$ cat src/rtl/uipi_pkg.sv
package uipi_pkg;

    typedef enum logic [3:0] {
        ST_IDLE,
        ST_SLOT_LO,
        ST_SLOT_HI,
        ST_DSC_LO_RD,
        ST_DSC_HI_RD,
        ST_DSC_HI_WR,
        ST_DSC_LO_WR,
        ST_NOTIFY,
        ST_FINISH,
        ST_FAULT
    } post_state_e;

    // descriptor low-word field positions (decoded by software and by the controller)
    localparam int OUTST_BIT   = 0;
    localparam int SUPPR_BIT   = 1;
    localparam int RSV0_LSB    = 2;
    localparam int RSV0_MSB    = 15;
    localparam int NVEC_LSB    = 16;
    localparam int RSV1_LSB    = 24;
    localparam int RSV1_MSB    = 31;
    localparam int DEST_LSB    = 32;
    localparam int XDEST_LSB   = 40;
    localparam int XDEST_W     = 8;

    // slot low-word field positions
    localparam int SLOT_CTL_W  = 8;
    localparam int SLOT_UV_LSB = 8;

endpackage

$ cat src/rtl/uipi_index_gate.sv
module uipi_index_gate #(
    parameter int ADDR_W     = 64,
    parameter int IDX_W      = 64,
    parameter int SLOT_SHIFT = 4
) (
    input  logic [IDX_W-1:0]  index,
    input  logic [IDX_W-1:0]  limit,
    input  logic [ADDR_W-1:0] base,
    output logic              out_of_range,
    output logic [ADDR_W-1:0] slot_addr
);
    assign out_of_range = (index > limit);
    assign slot_addr    = base + (ADDR_W'(index) << SLOT_SHIFT);
endmodule

$ cat src/rtl/uipi_slot_check.sv
module uipi_slot_check
    import uipi_pkg::*;
(
    input  logic [SLOT_CTL_W-1:0] ctl,
    output logic                  slot_ok
);
    // bit 0 is the valid flag, the remaining control bits are reserved
    assign slot_ok = ctl[0] && (ctl[SLOT_CTL_W-1:1] == '0);
endmodule

$ cat src/rtl/uipi_desc_merge.sv
module uipi_desc_merge
    import uipi_pkg::*;
#(
    parameter int WORD_W = 64,
    parameter int UV_W   = 6,
    parameter int VEC_W  = 8,
    parameter int DEST_W = 32
) (
    input  logic [WORD_W-1:0] dsc_lo,
    input  logic [WORD_W-1:0] dsc_pend,
    input  logic [UV_W-1:0]   user_vec,
    input  logic              x2_mode,
    output logic              desc_ok,
    output logic              need_notify,
    output logic [WORD_W-1:0] lo_next,
    output logic [WORD_W-1:0] pend_next,
    output logic [VEC_W-1:0]  notify_vec,
    output logic [DEST_W-1:0] notify_dest
);
    assign desc_ok     = (dsc_lo[RSV0_MSB:RSV0_LSB] == '0) && (dsc_lo[RSV1_MSB:RSV1_LSB] == '0);
    assign need_notify = !dsc_lo[SUPPR_BIT] && !dsc_lo[OUTST_BIT];
    assign lo_next     = dsc_lo | (WORD_W'(need_notify) << OUTST_BIT);
    assign pend_next   = dsc_pend | (WORD_W'(1) << user_vec);
    assign notify_vec  = dsc_lo[NVEC_LSB +: VEC_W];

    generate
        if (DEST_W > XDEST_W) begin : g_wide_dest
            assign notify_dest = x2_mode ? dsc_lo[DEST_LSB +: DEST_W]
                                         : {{(DEST_W-XDEST_W){1'b0}}, dsc_lo[XDEST_LSB +: XDEST_W]};
        end else begin : g_narrow_dest
            assign notify_dest = x2_mode ? dsc_lo[DEST_LSB +: DEST_W]
                                         : dsc_lo[XDEST_LSB +: DEST_W];
        end
    endgenerate
endmodule

$ cat src/rtl/uipi_post_engine.sv
module uipi_post_engine
    import uipi_pkg::*;
#(
    parameter int ADDR_W = 64,
    parameter int IDX_W  = 64,
    parameter int WORD_W = 64,
    parameter int VEC_W  = 8,
    parameter int DEST_W = 32
) (
    input  logic              clk,
    input  logic              rst_n,
    input  logic              cmd_valid,
    input  logic [IDX_W-1:0]  cmd_index,
    input  logic [ADDR_W-1:0] tbl_base,
    input  logic [IDX_W-1:0]  tbl_size,
    input  logic              apic_x2_mode,
    output logic              busy,
    output logic              done,
    output logic              fault,
    output logic              mem_req,
    output logic              mem_we,
    output logic              mem_lock,
    output logic [ADDR_W-1:0] mem_addr,
    output logic [WORD_W-1:0] mem_wdata,
    input  logic              mem_ready,
    input  logic [WORD_W-1:0] mem_rdata,
    output logic              ipi_req,
    output logic [VEC_W-1:0]  ipi_vector,
    output logic [DEST_W-1:0] ipi_dest,
    input  logic              ipi_ack
);
    localparam int SLOT_SHIFT = 4;
    localparam int WORD_BYTES = WORD_W / 8;
    localparam int UV_W       = $clog2(WORD_W);

    post_state_e       state_q, state_d;
    logic [ADDR_W-1:0] slot_addr_q, dsc_addr_q;
    logic [SLOT_CTL_W-1:0] slot_ctl_q;
    logic [UV_W-1:0]   uv_q;
    logic [WORD_W-1:0] dsc_lo_q, dsc_pend_q;
    logic              x2_q;

    logic              oob;
    logic [ADDR_W-1:0] slot_addr_w;
    logic              slot_ok;
    logic [WORD_W-1:0] merge_lo;
    logic              desc_ok, need_notify;
    logic [WORD_W-1:0] lo_next, pend_next;
    logic [VEC_W-1:0]  nvec;
    logic [DEST_W-1:0] ndest;
    logic              xfer;

    uipi_index_gate #(.ADDR_W(ADDR_W), .IDX_W(IDX_W), .SLOT_SHIFT(SLOT_SHIFT)) u_gate (
        .index(cmd_index), .limit(tbl_size), .base(tbl_base),
        .out_of_range(oob), .slot_addr(slot_addr_w)
    );

    uipi_slot_check u_slot (.ctl(slot_ctl_q), .slot_ok(slot_ok));

    // the reserved-bit test sees the live read data so a bad descriptor faults on its first read
    assign merge_lo = (state_q == ST_DSC_LO_RD) ? mem_rdata : dsc_lo_q;

    uipi_desc_merge #(.WORD_W(WORD_W), .UV_W(UV_W), .VEC_W(VEC_W), .DEST_W(DEST_W)) u_merge (
        .dsc_lo(merge_lo), .dsc_pend(dsc_pend_q), .user_vec(uv_q), .x2_mode(x2_q),
        .desc_ok(desc_ok), .need_notify(need_notify), .lo_next(lo_next),
        .pend_next(pend_next), .notify_vec(nvec), .notify_dest(ndest)
    );

    assign xfer = mem_req && mem_ready;

    // next-state logic
    always_comb begin
        state_d = state_q;
        unique case (state_q)
            ST_IDLE:      if (cmd_valid) state_d = oob ? ST_FAULT : ST_SLOT_LO;
            ST_SLOT_LO:   if (mem_ready) state_d = ST_SLOT_HI;
            ST_SLOT_HI:   if (mem_ready) state_d = slot_ok ? ST_DSC_LO_RD : ST_FAULT;
            ST_DSC_LO_RD: if (mem_ready) state_d = desc_ok ? ST_DSC_HI_RD : ST_FAULT;
            ST_DSC_HI_RD: if (mem_ready) state_d = ST_DSC_HI_WR;
            ST_DSC_HI_WR: if (mem_ready) state_d = ST_DSC_LO_WR;
            ST_DSC_LO_WR: if (mem_ready) state_d = need_notify ? ST_NOTIFY : ST_FINISH;
            ST_NOTIFY:    if (ipi_ack)   state_d = ST_FINISH;
            ST_FINISH:    state_d = ST_IDLE;
            ST_FAULT:     state_d = ST_IDLE;
            default:      state_d = ST_IDLE;
        endcase
    end

    // state register and captured operands
    always_ff @(posedge clk) begin
        if (!rst_n) begin
            state_q     <= ST_IDLE;
            slot_addr_q <= '0;
            dsc_addr_q  <= '0;
            slot_ctl_q  <= '0;
            uv_q        <= '0;
            dsc_lo_q    <= '0;
            dsc_pend_q  <= '0;
            x2_q        <= 1'b0;
        end else begin
            state_q <= state_d;
            if (state_q == ST_IDLE && cmd_valid) begin
                slot_addr_q <= slot_addr_w;
                x2_q        <= apic_x2_mode;
            end
            if (xfer) begin
                unique case (state_q)
                    ST_SLOT_LO: begin
                        slot_ctl_q <= mem_rdata[SLOT_CTL_W-1:0];
                        uv_q       <= mem_rdata[SLOT_UV_LSB +: UV_W];
                    end
                    ST_SLOT_HI:   dsc_addr_q <= mem_rdata[ADDR_W-1:0];
                    ST_DSC_LO_RD: dsc_lo_q   <= mem_rdata;
                    ST_DSC_HI_RD: dsc_pend_q <= mem_rdata;
                    default: ;
                endcase
            end
        end
    end

    // outputs decoded from the state
    always_comb begin
        busy       = (state_q != ST_IDLE);
        done       = 1'b0;
        fault      = 1'b0;
        mem_req    = 1'b0;
        mem_we     = 1'b0;
        mem_lock   = 1'b0;
        mem_addr   = '0;
        mem_wdata  = '0;
        ipi_req    = 1'b0;
        ipi_vector = '0;
        ipi_dest   = '0;
        unique case (state_q)
            ST_IDLE: ;
            ST_SLOT_LO: begin
                mem_req  = 1'b1;
                mem_addr = slot_addr_q;
            end
            ST_SLOT_HI: begin
                mem_req  = 1'b1;
                mem_addr = slot_addr_q + ADDR_W'(WORD_BYTES);
            end
            ST_DSC_LO_RD: begin
                mem_req  = 1'b1;
                mem_lock = 1'b1;
                mem_addr = dsc_addr_q;
            end
            ST_DSC_HI_RD: begin
                mem_req  = 1'b1;
                mem_lock = 1'b1;
                mem_addr = dsc_addr_q + ADDR_W'(WORD_BYTES);
            end
            ST_DSC_HI_WR: begin
                mem_req   = 1'b1;
                mem_lock  = 1'b1;
                mem_we    = 1'b1;
                mem_addr  = dsc_addr_q + ADDR_W'(WORD_BYTES);
                mem_wdata = pend_next;
            end
            ST_DSC_LO_WR: begin
                mem_req   = 1'b1;
                mem_lock  = 1'b1;
                mem_we    = 1'b1;
                mem_addr  = dsc_addr_q;
                mem_wdata = lo_next;
            end
            ST_NOTIFY: begin
                ipi_req    = 1'b1;
                ipi_vector = nvec;
                ipi_dest   = ndest;
            end
            ST_FINISH: done  = 1'b1;
            ST_FAULT:  fault = 1'b1;
            default: ;
        endcase
    end

    // an out-of-range index faults on the next cycle
    p_oob_fault_r2: assert property (@(posedge clk) disable iff (!rst_n)
        (!busy && cmd_valid && (cmd_index > tbl_size)) |=> fault);

    // writes to the descriptor only happen under lock
    p_write_locked_r6: assert property (@(posedge clk) disable iff (!rst_n)
        (mem_req && mem_we) |-> mem_lock);

    // lock is gone and memory idle while a notification is raised
    p_notify_unlocked_r8: assert property (@(posedge clk) disable iff (!rst_n)
        ipi_req |-> (!mem_lock && !mem_req));

    // the notification and its payload wait for the acknowledge
    p_ipi_hold_r8: assert property (@(posedge clk) disable iff (!rst_n)
        (ipi_req && !ipi_ack) |=> (ipi_req && $stable(ipi_vector) && $stable(ipi_dest)));

    // pulses are exclusive and end the busy window
    p_pulse_excl_r10: assert property (@(posedge clk) disable iff (!rst_n)
        !(done && fault));
    p_pulse_ends_r10: assert property (@(posedge clk) disable iff (!rst_n)
        (done || fault) |=> !busy);

    // a stalled memory request keeps its content
    p_mem_hold_r11: assert property (@(posedge clk) disable iff (!rst_n)
        (mem_req && !mem_ready) |=> (mem_req && $stable(mem_addr) && $stable(mem_we) && $stable(mem_wdata)));

endmodule

$ cat config.mk
export PLATFORM = sky130hd
export DESIGN_NAME = uipi_post_engine
export DESIGN_NICKNAME = d
export VERILOG_FILES = /design/src/rtl/uipi_pkg.sv /design/src/rtl/uipi_index_gate.sv /design/src/rtl/uipi_slot_check.sv /design/src/rtl/uipi_desc_merge.sv /design/src/rtl/uipi_post_engine.sv
export SDC_FILE = /design/constraint.sdc
export NUM_CORES = 1
export LEC_CHECK = 0
export BUFFER_PORTS_ARGS = -buffer_cell sky130_fd_sc_hd__buf_2
export CAP_MARGIN = 0
export CORE_AREA = 4 4 209 292
export DETAILED_ROUTE_END_ITERATION = 8
export DIE_AREA = 0 0 213 296
export HOLD_SLACK_MARGIN = 0.08
export PLACE_DENSITY = 0.68
export SYNTH_ARGS = -nofsm -noshare
export SYNTH_HDL_FRONTEND = slang
export SYNTH_HIERARCHICAL = 1
export SYNTH_SLANG_ARGS = --single-unit
$ cat constraint.sdc
create_clock -name clk -period 13.3 [get_ports clk]
set_input_delay 0.665 -clock clk [delete_from_list [all_inputs] [get_ports clk]]
set_output_delay 0.665 -clock clk [all_outputs]
set_load 0.03 [all_outputs]
==> impl_metrics.csv <==
group,metric,value,unit
clocking,clk_latency,570,ps
route,drc,0,
clocking,htreeDepth,1,
synthesis,ys_types,98,
placed_design,portBuffers,436,
sta,rsz0062_at_grt,"false",
sta,fin_tns_setup,0,ps
flow_run,maxCapViolCount,0,
synthesis,synth_common_cells,"nand2_1 (680), a21boi_0 (276), dfxtp_1 (275), clkbuf_1 (155), ha_1 (124)",
floorplanning,dieHeight,296,µm
global_route,antenna_found_initial,4,
layout,regArea,5510,µm²
clocking,tritoncts,"done",
setup_path,cp.required,12640,ps
floorplanning,coreArea,58500,µm²
global_route,first_global_vias,21900,
layout,n_fill_cell,6019,
synthesis,ys_async_sr_fraction,0,%
floorplanning,pin_count,437,
clocking,clk_pin_slew_worst_paths,70,ps
sta,period_needed,5660,ps
global_route,grt_overflow,0,
synthesis,yosysTopAreaCellShare,23.8,%
sta,max_slew_margin,24.6,%
global_route,grt_first_pass_wirelength,128000,µm
outcome,outcome,"completed",
route,wl,85700,µm
synthesis,synth-seq-area-share,23.8,%
clocking,postCtsSetupRepairBufs,0,
floorplanning,die_w,213,µm
synthesis,synth_edf_count,0,
synthesis,synthTopCellsByArea,"dfxtp_1 (24%), nand2_1 (11%), a21boi_0 (9.0%)",
layout,areaGrowthSynthToFinish,13.2,%
route,drt_iter0_drc,1702,
sta,fin_crit_sh,42.5,%
setup_path,path_max_fanout,21,
floorplanning,die_area,63000,µm²
layout,multi_input_area,15900,µm²
floorplanning,start_util,39.5,%
route,firstDrtPassIters,6,
layout,drive_above_1_share,19.9,%
synthesis,synth_flop_cell,"dfxtp_1",
sta,worst-slew-pin-transition,1130,ps
floorplanning,rows,105,
clocking,cts-resized-gates,0,
setup_path,arrival,4990,ps
synthesis,avgSynthCellArea,7.50,µm²
power_and_ir_drop,ir_drop,0.000113,V
sta,setup_violations,0,
synthesis,synth.cell_area,23100,µm²
sta,hold_violations,0,
placed_design,routabilityCongestion,0.979,
placed_design,dp_slack,8250,ps
global_route,grtUsageTotal,25.6,%
clocking,cts.sink_count,275,
synthesis,synthCells,3081,
route,wl_per_cell,21.1,µm
sta,setup_ws,7640,ps
setup_path,end_kind,"output pin",
clocking,ctsHoldBuffers,0,
synthesis,yosysWarnings,6,
synthesis,synth_top_area_cell,"dfxtp_1",
worst_hold_path,hold_start,"tbl_base[0]",
power_and_ir_drop,p_leak,11.1,nW
power_and_ir_drop,p_per_area,128,nW/µm²
route,viasPerCell,5.69,
sta,final_max_slew_viol_count,0,
sta,whs,356,ps
setup_path,rr_startpoint,"state_q[3]",
synthesis,synth_nets,3468,
setup_path,critical_path.startpoint,"state_q[2]",
sta,fmax,0.177,GHz
global_route,grt_max_degree,180,
route,ant_nets,0,
placed_design,dp_hpwl,65700,µm
clocking,cts-root-buf,"clkbuf_16",
worst_hold_path,holdCritPathClass,"in2reg",
sta,fin_skew,14.4,ps
route,vias,23100,
setup_path,path_class,"reg2out",
clocking,numCtsBuffers,29,
layout,final_nets,3680,
synthesis,ys_ff_latch,275,
setup_path,worstSetupStartpointType,"flop",
clocking,clock_path_buffers,3,
synthesis,yosysMostFrequentCell,"nand2_1",
-- path summary, 6_finish.rpt --
kind         cells after the start  slack (ps)              to
max                             12        7640    mem_addr[61]
min                              3         360  slot_addr_q[0]
max reg2reg                     11        8480      state_q[3]
min reg2reg                      2         460  dsc_pend_q[50]
-- state kept, by name, indices dropped and copies added (netlist names) --
register / count
dsc_pend_q: 64
slot_addr_q: 64
uv_q: 6
state_q: 4
dsc_addr_q: 64
slot_ctl_q: 8
x2_q: 1
dsc_lo_q: 64
-- layout by cell type, fill, tap and decap left out, drive strengths merged, types with 13 or more instances in the layout --
master / count
a21boi: 277
a21o: 116
a21oi: 111
a22o: 71
a22oi: 39
a31oi: 17
and2: 75
and3: 28
buf: 461
clkbuf: 37
dfxtp: 275
ha: 124
inv: 97
mux2: 72
mux2i: 13
nand2: 682
nand2b: 17
nand3: 65
nand4: 58
nor2: 108
nor3: 49
nor4: 29
o211ai: 14
o21ai: 91
o21bai: 37
o221ai: 22
o22ai: 19
or3: 13
xnor2: 67
xor2: 78
-- area by class of cell --
type | count | area share (%)
clock buffer | 37 | 3.04
clock inverter | 15 | 0.947
multi-input combinational | 2431 | 60.9
inverter | 95 | 1.36
timing repair buffer | 461 | 9.08
tap | 749 | 3.58
antenna | 4 | 0.0383
sequential | 275 | 21.0
-- critical path: stages (launching register included) --
cell and delay (ps):
dfxtp_1 680, nor3b_4 820, nand2_1 120, nand2_1 90, ha_1 290, nand3_1 180, or3_4 420, a22o_1 410
nor4_4 490, nand3_1 140, xnor2_1 170, o21ai_0 330, buf_2 280
-- power by group --
part / internal (mW) / switching (mW) / leakage, nW / total, mW
combinational: 0.417 / 0.961 / 8.35 / 1.38
sequential: 0.916 / 0.145 / 2.23 / 1.06
clock: 0.540 / 0.364 / 0.501 / 0.904
-- metrics by stage --
step / instances / util, % / cell area [µm²] / power [mW]
final: 4067 / 44.8 / 26200 / 3.34
after global routing: 4065 / 44.7 / 26200 / 3.53
after CTS: 4063 / 44.7 / 26200 / 3.35
after detailed placement: 4011 / 43.0 / 25100 / 2.44
after global placement: 4011 / 43.0 / 25100 / 2.43
after floorplan: 3081 / - / 23100 / 2.00
-- routing by layer --
layer / share of wire [%] / routed length, µm / track usage (%)
met1: 40 / 34200 / 31.5
met2: 49 / 41800 / 44.8
met3: 7.3 / 6250 / 4.08
met4: 4.1 / 3490 / 9.57
met5: 0.015 / 13 / 0
-- cell families (layout without fill, tap and decap cells) --
logic type | after synthesis | after routing | share of synthesized area (%)
and+or+nand+nor | 1177 | 1177 | 23.7
AOI/OAI and AO/OA | 899 | 899 | 28.6
buffers and inverters | 375 | 608 | 7.57
DFF | 275 | 275 | 23.8
xor gates and xnor gates | 145 | 145 | 5.49
adders and majority gates | 125 | 125 | 6.80
muxes | 85 | 85 | 4.07
other | 0 | 4 | 0
Power figures use the tool's default switching activity.
